**src/rtl/cpwm_pkg.sv**
```systemverilog
package cpwm_pkg;
    typedef enum logic {
        DIR_UP   = 1'b0,
        DIR_DOWN = 1'b1
    } cnt_dir_e;
endpackage

```
**src/rtl/cpwm_timebase.sv**
```systemverilog
module cpwm_timebase
    import cpwm_pkg::*;
#(
    parameter int CNT_W = 16
) (
    input  logic             clk,
    input  logic             rst_n,
    input  logic             run,
    input  logic [CNT_W-1:0] period,
    output logic [CNT_W-1:0] count,
    output logic             dir_down,
    output logic             zero_evt
);
    localparam logic [CNT_W-1:0] ONE = {{(CNT_W-1){1'b0}}, 1'b1};

    typedef struct packed {
        logic [CNT_W-1:0] cnt;
        cnt_dir_e         dir;
    } tb_state_t;

    tb_state_t st_d, st_q;
    logic [CNT_W-1:0] cnt_inc;
    logic [CNT_W-1:0] cnt_dec;

    assign cnt_inc = st_q.cnt + ONE;
    assign cnt_dec = st_q.cnt - ONE;

    always_comb begin
        st_d = st_q;
        if (run) begin
            if (st_q.dir == DIR_UP) begin
                if (period == '0) begin
                    st_d.cnt = '0;
                    st_d.dir = DIR_UP;
                end else if (st_q.cnt >= period) begin
                    st_d.cnt = cnt_dec;
                    st_d.dir = (st_q.cnt == ONE) ? DIR_UP : DIR_DOWN;
                end else begin
                    st_d.cnt = cnt_inc;
                    st_d.dir = (cnt_inc >= period) ? DIR_DOWN : DIR_UP;
                end
            end else begin
                if (st_q.cnt <= ONE) begin
                    st_d.cnt = '0;
                    st_d.dir = DIR_UP;
                end else begin
                    st_d.cnt = cnt_dec;
                    st_d.dir = DIR_DOWN;
                end
            end
        end
    end

    always_ff @(posedge clk or negedge rst_n) begin
        if (!rst_n) begin
            st_q <= '{cnt: '0, dir: DIR_UP};
        end else begin
            st_q <= st_d;
        end
    end

    assign count    = st_q.cnt;
    assign dir_down = (st_q.dir == DIR_DOWN);
    assign zero_evt = run && (st_q.cnt == '0);

    p_hold_r3: assert property (@(posedge clk) disable iff (!rst_n)
        !run |=> ($stable(count) && $stable(dir_down)));

    p_up_step_r2: assert property (@(posedge clk) disable iff (!rst_n)
        (run && !dir_down && (count < period)) |=> (count == $past(count) + ONE));

    p_bottom_turn_r2: assert property (@(posedge clk) disable iff (!rst_n)
        (run && dir_down && (count == ONE)) |=> (count == '0 && !dir_down));

    p_soc_single_r9: assert property (@(posedge clk) disable iff (!rst_n)
        (zero_evt && (period != '0)) |=> !zero_evt);
endmodule

```
**src/rtl/cpwm_cmpbuf.sv**
```systemverilog
module cpwm_cmpbuf #(
    parameter int CNT_W = 16
) (
    input  logic             clk,
    input  logic             rst_n,
    input  logic             shadow_mode,
    input  logic             wr,
    input  logic [CNT_W-1:0] wdata,
    input  logic             load_evt,
    output logic [CNT_W-1:0] active,
    output logic             pending
);
    typedef struct packed {
        logic [CNT_W-1:0] shadow;
        logic [CNT_W-1:0] work;
        logic             pend;
    } buf_state_t;

    buf_state_t bs_d, bs_q;

    always_comb begin
        bs_d = bs_q;
        if (load_evt && bs_q.pend) begin
            bs_d.work = bs_q.shadow;
            bs_d.pend = 1'b0;
        end
        if (wr) begin
            if (shadow_mode) begin
                bs_d.shadow = wdata;
                bs_d.pend   = 1'b1;
            end else begin
                bs_d.work   = wdata;
                bs_d.shadow = wdata;
                bs_d.pend   = 1'b0;
            end
        end
    end

    always_ff @(posedge clk or negedge rst_n) begin
        if (!rst_n) begin
            bs_q <= '{shadow: '0, work: '0, pend: 1'b0};
        end else begin
            bs_q <= bs_d;
        end
    end

    assign active  = bs_q.work;
    assign pending = bs_q.pend;

    p_shadow_hold_r6: assert property (@(posedge clk) disable iff (!rst_n)
        (!load_evt && !(wr && !shadow_mode)) |=> $stable(active));

    p_direct_write_r7: assert property (@(posedge clk) disable iff (!rst_n)
        (wr && !shadow_mode) |=> (active == $past(wdata) && !pending));

    p_pend_set_r8: assert property (@(posedge clk) disable iff (!rst_n)
        (wr && shadow_mode) |=> pending);

    p_pend_clear_r8: assert property (@(posedge clk) disable iff (!rst_n)
        (load_evt && !wr) |=> !pending);
endmodule

```
**src/rtl/cpwm_action.sv**
```systemverilog
module cpwm_action #(
    parameter int CNT_W = 16
) (
    input  logic             clk,
    input  logic             rst_n,
    input  logic             run,
    input  logic [CNT_W-1:0] count,
    input  logic             dir_down,
    input  logic [CNT_W-1:0] period,
    input  logic [CNT_W-1:0] cmp,
    output logic             pwm
);
    typedef struct packed {
        logic out;
    } act_state_t;

    act_state_t as_d, as_q;
    logic [CNT_W-1:0] clr_point;
    logic             set_hit;
    logic             clr_hit;

    assign clr_point = (cmp >= period) ? period : cmp;
    assign set_hit   = run && !dir_down && (count == cmp) && (cmp < period);
    assign clr_hit   = run && dir_down && (count == clr_point);

    always_comb begin
        as_d = as_q;
        if (set_hit) begin
            as_d.out = 1'b1;
        end else if (clr_hit) begin
            as_d.out = 1'b0;
        end
    end

    always_ff @(posedge clk or negedge rst_n) begin
        if (!rst_n) begin
            as_q <= '{out: 1'b0};
        end else begin
            as_q <= as_d;
        end
    end

    assign pwm = as_q.out;

    p_rise_on_up_r4: assert property (@(posedge clk) disable iff (!rst_n)
        $rose(pwm) |-> $past(!dir_down && run));

    p_fall_on_down_r4: assert property (@(posedge clk) disable iff (!rst_n)
        $fell(pwm) |-> $past(dir_down && run));

    p_full_low_r5: assert property (@(posedge clk) disable iff (!rst_n)
        (!pwm && (cmp >= period)) |=> !pwm);
endmodule

```
**src/rtl/cpwm_core.sv**
```systemverilog
module cpwm_core
    import cpwm_pkg::*;
#(
    parameter int CNT_W = 16
) (
    input  logic             clk,
    input  logic             rst_n,
    input  logic             tb_en,
    input  logic [CNT_W-1:0] period,
    input  logic             shadow_mode,
    input  logic             cmpa_wr,
    input  logic [CNT_W-1:0] cmpa_data,
    input  logic             cmpb_wr,
    input  logic [CNT_W-1:0] cmpb_data,
    output logic             pwm_a,
    output logic [CNT_W-1:0] count,
    output logic             dir_down,
    output logic             soc,
    output logic             cmpb_match,
    output logic             pend_a,
    output logic             pend_b
);
    localparam int N_CMP = 2;
    localparam int IDX_A = 0;
    localparam int IDX_B = 1;

    logic             zero_evt;
    logic [CNT_W-1:0] cnt_w;
    logic             dir_w;
    logic             wr_vec   [N_CMP];
    logic [CNT_W-1:0] data_vec [N_CMP];
    logic [CNT_W-1:0] work_vec [N_CMP];
    logic             pend_vec [N_CMP];

    assign wr_vec[IDX_A]   = cmpa_wr;
    assign wr_vec[IDX_B]   = cmpb_wr;
    assign data_vec[IDX_A] = cmpa_data;
    assign data_vec[IDX_B] = cmpb_data;

    cpwm_timebase #(.CNT_W(CNT_W)) u_timebase (
        .clk      (clk),
        .rst_n    (rst_n),
        .run      (tb_en),
        .period   (period),
        .count    (cnt_w),
        .dir_down (dir_w),
        .zero_evt (zero_evt)
    );

    for (genvar g = 0; g < N_CMP; g++) begin : g_cmp
        cpwm_cmpbuf #(.CNT_W(CNT_W)) u_cmpbuf (
            .clk         (clk),
            .rst_n       (rst_n),
            .shadow_mode (shadow_mode),
            .wr          (wr_vec[g]),
            .wdata       (data_vec[g]),
            .load_evt    (zero_evt),
            .active      (work_vec[g]),
            .pending     (pend_vec[g])
        );
    end

    cpwm_action #(.CNT_W(CNT_W)) u_action_a (
        .clk      (clk),
        .rst_n    (rst_n),
        .run      (tb_en),
        .count    (cnt_w),
        .dir_down (dir_w),
        .period   (period),
        .cmp      (work_vec[IDX_A]),
        .pwm      (pwm_a)
    );

    assign count      = cnt_w;
    assign dir_down   = dir_w;
    assign soc        = zero_evt;
    assign cmpb_match = tb_en && (cnt_w == work_vec[IDX_B]);
    assign pend_a     = pend_vec[IDX_A];
    assign pend_b     = pend_vec[IDX_B];

    p_reset_idle_r1: assert property (@(posedge clk)
        $rose(rst_n) |-> (count == '0 && !dir_down && !pwm_a && !pend_a && !pend_b));
endmodule

```
**config.mk**
```make
export PLATFORM = sky130hd
export DESIGN_NAME = cpwm_core
export DESIGN_NICKNAME = d
export VERILOG_FILES = /design/src/rtl/cpwm_pkg.sv /design/src/rtl/cpwm_timebase.sv /design/src/rtl/cpwm_cmpbuf.sv /design/src/rtl/cpwm_action.sv /design/src/rtl/cpwm_core.sv
export SDC_FILE = /design/constraint.sdc
export NUM_CORES = 1
export LEC_CHECK = 0
export CAP_MARGIN = 10
export CORE_ASPECT_RATIO = 1.75
export CORE_MARGIN = 1.5
export CORE_UTILIZATION = 28
export DETAILED_ROUTE_END_ITERATION = 8
export PLACE_DENSITY = 0.46
export SLEW_MARGIN = 20
export SYNTH_ARGS = -nofsm -noshare
export SYNTH_HDL_FRONTEND = slang
export SYNTH_HIERARCHICAL = 1
export SYNTH_SLANG_ARGS = --single-unit
```
**constraint.sdc**
```tcl
create_clock -name clk -period 6.94 [get_ports clk]
set_input_delay 1.041 -clock clk [delete_from_list [all_inputs] [get_ports clk]]
set_output_delay 1.041 -clock clk [all_outputs]
set_load 0.01 [all_outputs]
```
==> impl_metrics.ini, run 1 <==
[routing]
first_pass_iters = 4
drt_iter0_drc = 342
ant_nets = 0
wl_per_cell_um = 20.0
drc = 0
viasPerCell = 5.23
vias = 5651
wl_um = 21600

[pwr]
worst_ir_drop_vdd_mv = 0.125
p_sw_uw = 1040
seqPwrFrac_pct = 34.2
p_sw_share_pct = 43.5
combPwrFrac_pct = 45.4
leakage_uw = 0.00329
clockPowerShare_pct = 20.4
pwr_density_cell_mw_per_mm2 = 296
p_int_uw = 1340

[floorplanning]
die_y_um = 214
die_x_um = 124
dieArea_sq_mm = 0.0265
row_count = 77
start_util_pct = 28.4
fp.coreArea_sq_mm = 0.0251
io_pins = 76

[cells_and_area]
antenna_cells = 0
nNetsFinal = 866
fillerInstances = 2611
multi_input_area_sq_mm = 0.00426
seqCellArea_sq_mm = 0.00210
drive_gt1_share_pct = 13.5
syn2layout_area_growth_pct = 12.7

[yosys]
yosysWarningCount = 6
yosysUniqueCellTypes = 73
synth.yosys.seq_area_share_pct = 29.4
synth.avg_cell_area_sq_um = 9.62
syn_inst = 742
synth-seq-cells = 84
synthesis.area_sq_mm = 0.00714
synthArstFlopShare_pct = 100
synthFlopType = dfrtp_1
syn-num-nets = 848
synth_edf_count = 0

[clocking]
postCtsHoldBufs = 0
clock_latency_ns = 0.36
cts-htree-levels = 3
cts_sinks = 84
postCtsSetupRepairBufs = 0
cts-root-buf = clkbuf_16
cts_buffer_depth = 2
clk_pin_slew_ns = 0.07
cts_resized = 0
cts_buffers = 9
cts_tree = built

[critical_path]
crit_family = simple AND/OR/NAND/NOR gates
cp.arrival_ns = 2.91
path_buf_inv = 1
cp-endpoint = soc
crit_path_end_kind = output pin
slowest_stage = or4_4
path_depth = 4
crit_path_cell_trace = or4_4, nor3_1, and3_2, clkdlybuf4s50_1
r2r_start = u_timebase/count[1]
worst-path-max-fanout = 17
start_kind = flop
regToRegSetupSlack_ns = 3.35
slowest_delay_ns = 0.70
path_class = reg2out
r2r_cells = 11
critPathRequiredTime_ns = 5.90
crit_start = u_timebase/count[6]
reg2reg_to = u_timebase/dir_down

[global_routing]
gr-usage-all-layers_pct = 17.0
grt_pass1_wl_um = 33800
grt_max_degree = 67
grt_pass1_vias = 5896
grt_antenna_before_repair = 0
grt_overflow = 0

[sta]
tns_ns = 0
drv_slew = 0
min_period_ns = 3.95
min_period_over_period_pct = 56.9
holdWs_ns = 0.483
clock.fmax_ghz = 0.253
finalHoldViolCount = 0
rsz0062_at_grt = false
fin_worst_skew_ns = 0.00955
relSlewSlack_pct = 32.0
worst_pin_slew_ns = 1.02
setup_violations = 0

[place]
place.gp.congestion = 0.854
port_buffers = 75
hpwl_um = 15700

[hold_path]
hp-class = reg2reg

[run_status]
status = completed

[job]
cap_violations = 0
==> cells in the mapped netlist, types with 12 or more instances <==
master | number | area share [%]
dfrtp_1 | 84 | 29
ha_1 | 52 | 9.1
inv_1 | 45 | 2.4
nand3_1 | 45 | 3.2
nand2_1 | 42 | 2.2
buf_4 | 39 | 4.1
xnor2_1 | 34 | 4.2
nor3b_1 | 33 | 3.5
mux2_1 | 26 | 4.1
a21bo_2 | 24 | 3.4
a31oi_2 | 20 | 3.5
nor2_1 | 20 | 1.1
a21oi_1 | 19 | 1.3
xor2_1 | 19 | 2.3
buf_6 | 17 | 2.7
a31oi_1 | 15 | 1.3
nor3_1 | 15 | 1.1
o21ai_0 | 15 | 1.1
buf_2 | 14 | 0.98
nand4_1 | 12 | 1.1
nor4_1 | 12 | 1.1
==> power by group through the flow <==
stage          combinational [uW]  sequential [uW]  clock (uW)
6_report                     1080              814         486
5_1_grt                      1190              834         528
4_1_cts                      1080              815         506
3_5_place_dp                 1080              825           0
3_3_place_gp                 1080              827           0
2_1_floorplan                 802              716           0
==> state kept, by name, summed over array words and instances, names as in the netlist <==
| register | flops |
|---|---|
| g_cmp.u_cmpbuf/active | 32 |
| g_cmp.u_cmpbuf/bs_q | 32 |
| g_cmp.u_cmpbuf/pending | 2 |
| u_action_a/pwm | 1 |
| u_timebase/count | 16 |
| u_timebase/dir_down | 1 |
==> routing by layer <==
layer,GRT usage [%],share of wire (%),up-vias
li1,-,-,2704
met1,20.2,42,2758
met2,28.0,50,144
met3,3.11,3.8,45
met4,9.73,4.6,0
met5,0,0,-
==> cell usage in the layout, fill, tap and decap left out, types with 15 or more instances in the layout <==
| cell type | netlist | routed |
|---|---|---|
| dfrtp_1 | 84 | 84 |
| clkdlybuf4s50_1 | 0 | 74 |
| ha_1 | 52 | 52 |
| nand3_1 | 45 | 45 |
| inv_1 | 45 | 45 |
| nand2_1 | 42 | 42 |
| xnor2_1 | 34 | 34 |
| nor3b_1 | 33 | 33 |
| mux2_1 | 26 | 26 |
| a21bo_2 | 24 | 24 |
| a31oi_2 | 20 | 20 |
| nor2_1 | 20 | 20 |
| xor2_1 | 19 | 19 |
| a21oi_1 | 19 | 19 |
| a31oi_1 | 15 | 15 |
| o21ai_0 | 15 | 15 |
| nor3_1 | 15 | 15 |
==> logic make-up (layout without fill, tap and decap cells) <==
group | after synthesis | after routing | synth area share, %
AO/OA/AOI/OAI | 171 | 171 | 20.0
XOR/XNOR | 53 | 53 | 6.50
adder cells (fa/ha/maj) | 52 | 52 | 9.11
buffers and inverters | 125 | 148 | 11.0
flip-flops | 84 | 84 | 29.4
multiplexers | 42 | 42 | 6.52
AND/OR/NAND/NOR | 215 | 215 | 17.4
==> cell type report <==
cell class | count | area share, %
Clock buffer | 10 | 2.97
Clock inverter | 6 | 0.668
Inverter | 46 | 2.15
Multi-Input combinational cell | 533 | 52.9
Sequential cell | 84 | 26.1
Tap cell | 316 | 4.91
Timing Repair Buffer | 86 | 10.3
==> worst min-delay path by stage <==
stage | startpoint | depth (start not counted) | to
2_1_floorplan | g_cmp[0].u_cmpbuf/bs_q[29] | 1 | g_cmp[0].u_cmpbuf/bs_q[29]
3_3_place_gp | g_cmp[0].u_cmpbuf/bs_q[25] | 1 | g_cmp[0].u_cmpbuf/bs_q[25]
3_5_place_dp | g_cmp[1].u_cmpbuf/bs_q[27] | 1 | g_cmp[1].u_cmpbuf/bs_q[27]
4_1_cts | g_cmp[0].u_cmpbuf/bs_q[31] | 1 | g_cmp[0].u_cmpbuf/bs_q[31]
5_1_grt | g_cmp[1].u_cmpbuf/bs_q[29] | 1 | g_cmp[1].u_cmpbuf/bs_q[29]
6_report | g_cmp[0].u_cmpbuf/bs_q[31] | 1 | g_cmp[0].u_cmpbuf/bs_q[31]
==> per-stage QoR <==
step	setup slack [ns]	total power, uW	instance area (sq um)	cells	utilization, %
2_1_floorplan	3.90	1520	7140	742	-
3_3_place_gp	2.83	1900	7760	1065	30.8
3_5_place_dp	2.80	1900	7760	1065	30.8
4_1_cts	2.97	2400	8050	1081	32.0
5_1_grt	2.90	2550	8050	1081	32.0
6_report	2.99	2380	8050	1081	32.0
==> worst register-to-register path: stages (launching register included) <==
cell	delay (ns)
dfrtp_1	0.77
ha_1	0.39
nand3_1	0.14
nor2_1	0.38
nand4_1	0.16
xnor2_1	0.45
ha_1	0.34
a21o_1	0.17
a21oi_1	0.17
o21ai_0	0.14
a21oi_1	0.23
o211ai_1	0.13
Note: power is estimated with default switching activity, not from simulation.
==> run 2, diff against run 1 <==
- PLACE_DENSITY: 0.46 -> 0.48
- clock period: 6.94 -> 3.17 ns (I/O delays scaled with it)
==> run 2 against run 1 <==
  * Count of clock-buffer cells in the layout stayed put
  * Final area is 6.1% higher
  * Die area unchanged
  * Largest cell class unchanged
  * The flow now finishes with violations (hold timing)
  * Sequential share of layout area is 1.5 points lower
  * Setup slack got worse by 2.9 ns
  * Hold slack worse by 0.49 ns
  * Critical path depth did not move
  * Via count is 4.1% higher
  * Global-route usage grew 0.90 points
  * Final cell count is 5.6% higher
==> impl_metrics.ini, run 2 (synthesis results as in run 1) <==
[sta]
fin_worst_skew_ns = 0.0107
drv_slew = 0
rsz0062_at_grt = false
worst_pin_slew_ns = 0.878
finalHoldViolCount = 4
holdWs_ns = -0.00579
setup_ws_ns = 0.0686
setup_violations = 0
min_period_ns = 3.10
min_period_over_period_pct = 97.8
clock.fmax_ghz = 0.322
relSlewSlack_pct = 41.4

[routing]
drc = 0
drt_iter0_drc = 445
vias = 5880
wl_um = 22800
viasPerCell = 5.15
wl_per_cell_um = 19.9
first_pass_iters = 5
ant_nets = 0

[critical_path]
path_class = reg2out
r2r_cells = 11
crit_path_cell_trace = or4_4, nor3_2, and3_2, clkdlybuf4s50_1
crit_path_end_kind = output pin
slowest_stage = or4_4
start_kind = flop
slowest_delay_ns = 0.62
critPathRequiredTime_ns = 2.69
worst-path-max-fanout = 7
crit_family = simple AND/OR/NAND/NOR gates
path_buf_inv = 1
path_depth = 4
cp.arrival_ns = 2.63

[floorplanning]
die_y_um = 214
dieArea_sq_mm = 0.0265
die_x_um = 124
fp.coreArea_sq_mm = 0.0251
start_util_pct = 28.4
io_pins = 76
row_count = 77

[global_routing]
grt_pass1_vias = 6185
grt_overflow = 0
grt_antenna_before_repair = 0
gr-usage-all-layers_pct = 17.9
grt_pass1_wl_um = 35500
grt_max_degree = 67

[place]
hpwl_um = 17300
place_inst = 1126
place_ws_ns = -0.0456
place.gp.congestion = 0.854
port_buffers = 75

[clocking]
clk_pin_slew_ns = 0.07
postCtsHoldBufs = 0
cts-htree-levels = 3
clock_latency_ns = 0.36
cts-root-buf = clkbuf_16
cts_buffers = 9
cts_buffer_depth = 2
postCtsSetupRepairBufs = 0
cts_tree = built
cts_sinks = 84

[run_status]
status = finished, violations left
violations = hold timing

[job]
cap_violations = 0

[cells_and_area]
nNetsFinal = 927
antenna_cells = 0
drive_gt1_share_pct = 20.0
final_common_cell = dfrtp_1
final_cell_mix = 84 x dfrtp_1, 74 x clkdlybuf4s50_1, 71 x buf_4, 52 x ha_1
syn2layout_area_growth_pct = 19.6
fin_cells = 1142

[hold_path]
hp-class = in2async

[pwr]
pwr_density_cell_mw_per_mm2 = 648
leakage_uw = 0.00361
worst_ir_drop_vdd_mv = 0.340
## run 2: worst paths after layout
path	startpoint	to	slack, ns
hold / removal	rst_n	g_cmp[1].u_cmpbuf/bs_q[26]	-0.006
max in group asynchronous	rst_n	g_cmp[0].u_cmpbuf/active[0]	2.49
setup reg to reg	u_timebase/count[2]	u_timebase/dir_down	0.16
setup / recovery	u_timebase/count[7]	soc	0.07
hold reg to reg	g_cmp[0].u_cmpbuf/bs_q[24]	g_cmp[0].u_cmpbuf/bs_q[24]	0.49
min in group clk	g_cmp[0].u_cmpbuf/bs_q[24]	g_cmp[0].u_cmpbuf/bs_q[24]	0.49
## run 2: report_power, final
group	internal (uW)	switching, uW	leakage [uW]
Sequential	1270	333	0.000977
Clock	567	510	0.000142
Combinational	1350	1500	0.00249
## run 2: per-stage QoR
stage	utilization (%)	area (sq um)	hold WS, ns	power (uW)	setup TNS, ns
finish	34.0	8540	-0.00579	5530	0
global route	34.0	8540	0.00561	5910	0
CTS	34.0	8540	0.00345	5590	0
detailed placement	32.8	8240	0.400	4470	-0.115
global placement	32.8	8240	0.401	4450	0
floorplan	-	7140	0.180	3320	0
## run 2: per-layer routing
layer  vias up  GRT usage, %  wire [um]
met5         -             0          0
met4         0          11.5       1430
met3        63          2.98        855
met2       149          29.9      11400
met1      2838          20.6       9040
li1       2830             -          -
## run 2: worst reg2reg max path, cell delays in order (launching register included)
cell,delay (ns)
dfrtp_1,0.67
nand3_1,0.20
nor2_1,0.43
and3_2,0.26
xor2_1,0.38
ha_1,0.23
a21o_1,0.12
a21o_1,0.11
a21oi_1,0.06
o21ai_0,0.21
a21oi_1,0.10
o211ai_1,0.17
## run 2: layout make-up
cell class                      count  area, sq um
Inverter                           46          173
Fill cell                        2550        16600
Multi-Input combinational cell    533         4260
Tap cell                          316          395
Timing Repair Buffer              147         1310
Sequential cell                    84         2100
Clock inverter                      6         53.8
Clock buffer                       10          239
## run 2: what timing repair did
action,in CTS,in global routing
setup endpoints to repair,1,0
resized for setup,1,0
endpoints found under the hold margin,0,0
==> run 3, diff against run 2 <==
- CTS_CLUSTER_DIAMETER: unset -> 30
- GPL_ROUTABILITY_DRIVEN: unset -> 0
==> run 3 against run 2 <==
  * The run now ends clean
  * Sequential share of layout area decreased by 0.26 points
  * Core utilization up 0.36 points
  * Sequential power hardly changed
  * Final cell count is 0.61% higher
  * Critical endpoint unchanged
  * Largest power group unchanged
==> impl_metrics.ini, run 3 (synthesis results as in run 1) <==
[pwr]
leakage_uw = 0.00366
worst_ir_drop_vdd_mv = 0.354
power_uw = 5710
pwr_density_cell_mw_per_mm2 = 662

[floorplanning]
dieArea_sq_mm = 0.0265
start_util_pct = 28.4
die_y_um = 214
fp.coreArea_sq_mm = 0.0251
row_count = 77
io_pins = 76
die_x_um = 124

[clocking]
clock_latency_ns = 0.36
cts_buffer_depth = 2
postCtsSetupRepairBufs = 0
cts_sinks = 84
cts-htree-levels = 3
cts_tree = built
cts-root-buf = clkbuf_16
clk_pin_slew_ns = 0.07
cts_buffers = 9

[sta]
worst_pin_slew_ns = 1.05
min_period_ns = 3.06
setup_violations = 0
clock.fmax_ghz = 0.327
relSlewSlack_pct = 30.0
rsz0062_at_grt = false
setup_ws_ns = 0.110
tns_ns = 0
fin_worst_skew_ns = 0.0133
drv_slew = 0
min_period_over_period_pct = 96.5
finalHoldViolCount = 0

[critical_path]
crit_start = u_timebase/count[5]
path_class = reg2out
crit_path_end_kind = output pin
r2r_cells = 10
start_kind = flop
cp.arrival_ns = 2.58
cp-endpoint = soc
r2r_start = u_timebase/count[0]
worst-path-max-fanout = 8
regToRegSetupSlack_ns = 0.25
reg2reg_to = u_timebase/dir_down
critPathRequiredTime_ns = 2.69

[cells_and_area]
fillerInstances = 2563
fin_cells = 1149
syn2layout_area_growth_pct = 20.8
final_common_cell = dfrtp_1
final_cell_mix = 84 x dfrtp_1, 79 x buf_4, 74 x clkdlybuf4s50_1, 52 x ha_1
drive_gt1_share_pct = 20.6
antenna_cells = 0
nNetsFinal = 935

[run_status]
status = completed

[routing]
ant_nets = 0
drt_iter0_drc = 342
wl_um = 22700
wl_per_cell_um = 19.8
first_pass_iters = 4
routed-wl-met3_um = 898
drc = 0
vias = 5933
viasPerCell = 5.16
wirelength_met1_um = 9010
route.met2.wl_um = 11300
highest_layer = met4

[hold_path]
hp-class = in2async

[global_routing]
gr-usage-all-layers_pct = 17.6
grt_antenna_before_repair = 0
grt_max_degree = 85
grt_overflow = 0
grt_pass1_vias = 6071
grt_pass1_wl_um = 34800

[place]
hpwl_um = 17300
port_buffers = 75
place_ws_ns = -0.0429
place_inst = 1134

[job]
cap_violations = 0
-- run 3: changes by cell type in the layout (fill, tap and decap cells not counted), sizes merged --
| cell | delta |
|---|---|
| buf | +8 |
| clkinvlp | -1 |
| bufinv | +2 |
| inv | -1 |
| clkbuf | -1 |
-- run 3: final cells by class --
type / instances / area [sq um] / share of cell area [%]
tap: 316 / 395 / 4.58
multi-input combinational: 533 / 4260 / 49.4
clock inverter: 6 / 97.6 / 1.13
sequential: 84 / 2100 / 24.4
clock buffer: 9 / 225 / 2.61
inverter: 46 / 173 / 2.00
timing repair buffer: 155 / 1370 / 15.9
-- run 3: report_power, final --
| part | internal [uW] | total [uW] | switching [uW] |
|---|---|---|---|
| logic | 1380 | 2930 | 1550 |
| clock network | 697 | 1190 | 495 |
| registers | 1270 | 1590 | 321 |
-- run 3: repair_timing --
action | CTS | global route
gates resized for setup | 1 | 0
hold buffers | 0 | 0
endpoints found under the setup margin | 1 | 0
-- run 3: metrics by stage --
step | cell area [sq um] | utilization, % | hold WS, ns
final | 8630 | 34.3 | 0.142
after floorplan | 7140 | - | 0.180
after global routing | 8630 | 34.3 | 0.189
after global placement | 8300 | 33.0 | 0.466
after detailed placement | 8300 | 33.0 | 0.474
after CTS | 8630 | 34.3 | 0.166
-- run 3: how the worst min path moves through the flow --
stage	start	slack [ns]	cells after the start	end
after detailed placement	g_cmp[1].u_cmpbuf/bs_q[19]	0.47	1	g_cmp[1].u_cmpbuf/bs_q[19]
after CTS	rst_n	0.17	2	g_cmp[1].u_cmpbuf/bs_q[26]
final	rst_n	0.14	2	g_cmp[1].u_cmpbuf/bs_q[26]
after global placement	g_cmp[1].u_cmpbuf/bs_q[30]	0.47	1	g_cmp[1].u_cmpbuf/bs_q[30]
after global routing	rst_n	0.19	2	g_cmp[1].u_cmpbuf/active[3]
after floorplan	rst_n	0.18	0	g_cmp[0].u_cmpbuf/active[0]
-- run 3: routing by layer --
layer / vias to the layer above / GRT usage, %
met4: 0 / 12.3
li1: 2847 / -
met2: 173 / 29.1
met5: - / 0
met1: 2845 / 20.2
met3: 68 / 2.98
-- run 3: critical path, stage by stage, from the launching register on --
cell,delay (ns)
dfrtp_1,0.56
or4_4,0.53
nor3_2,0.29
and3_2,0.29
clkdlybuf4s50_1,0.55
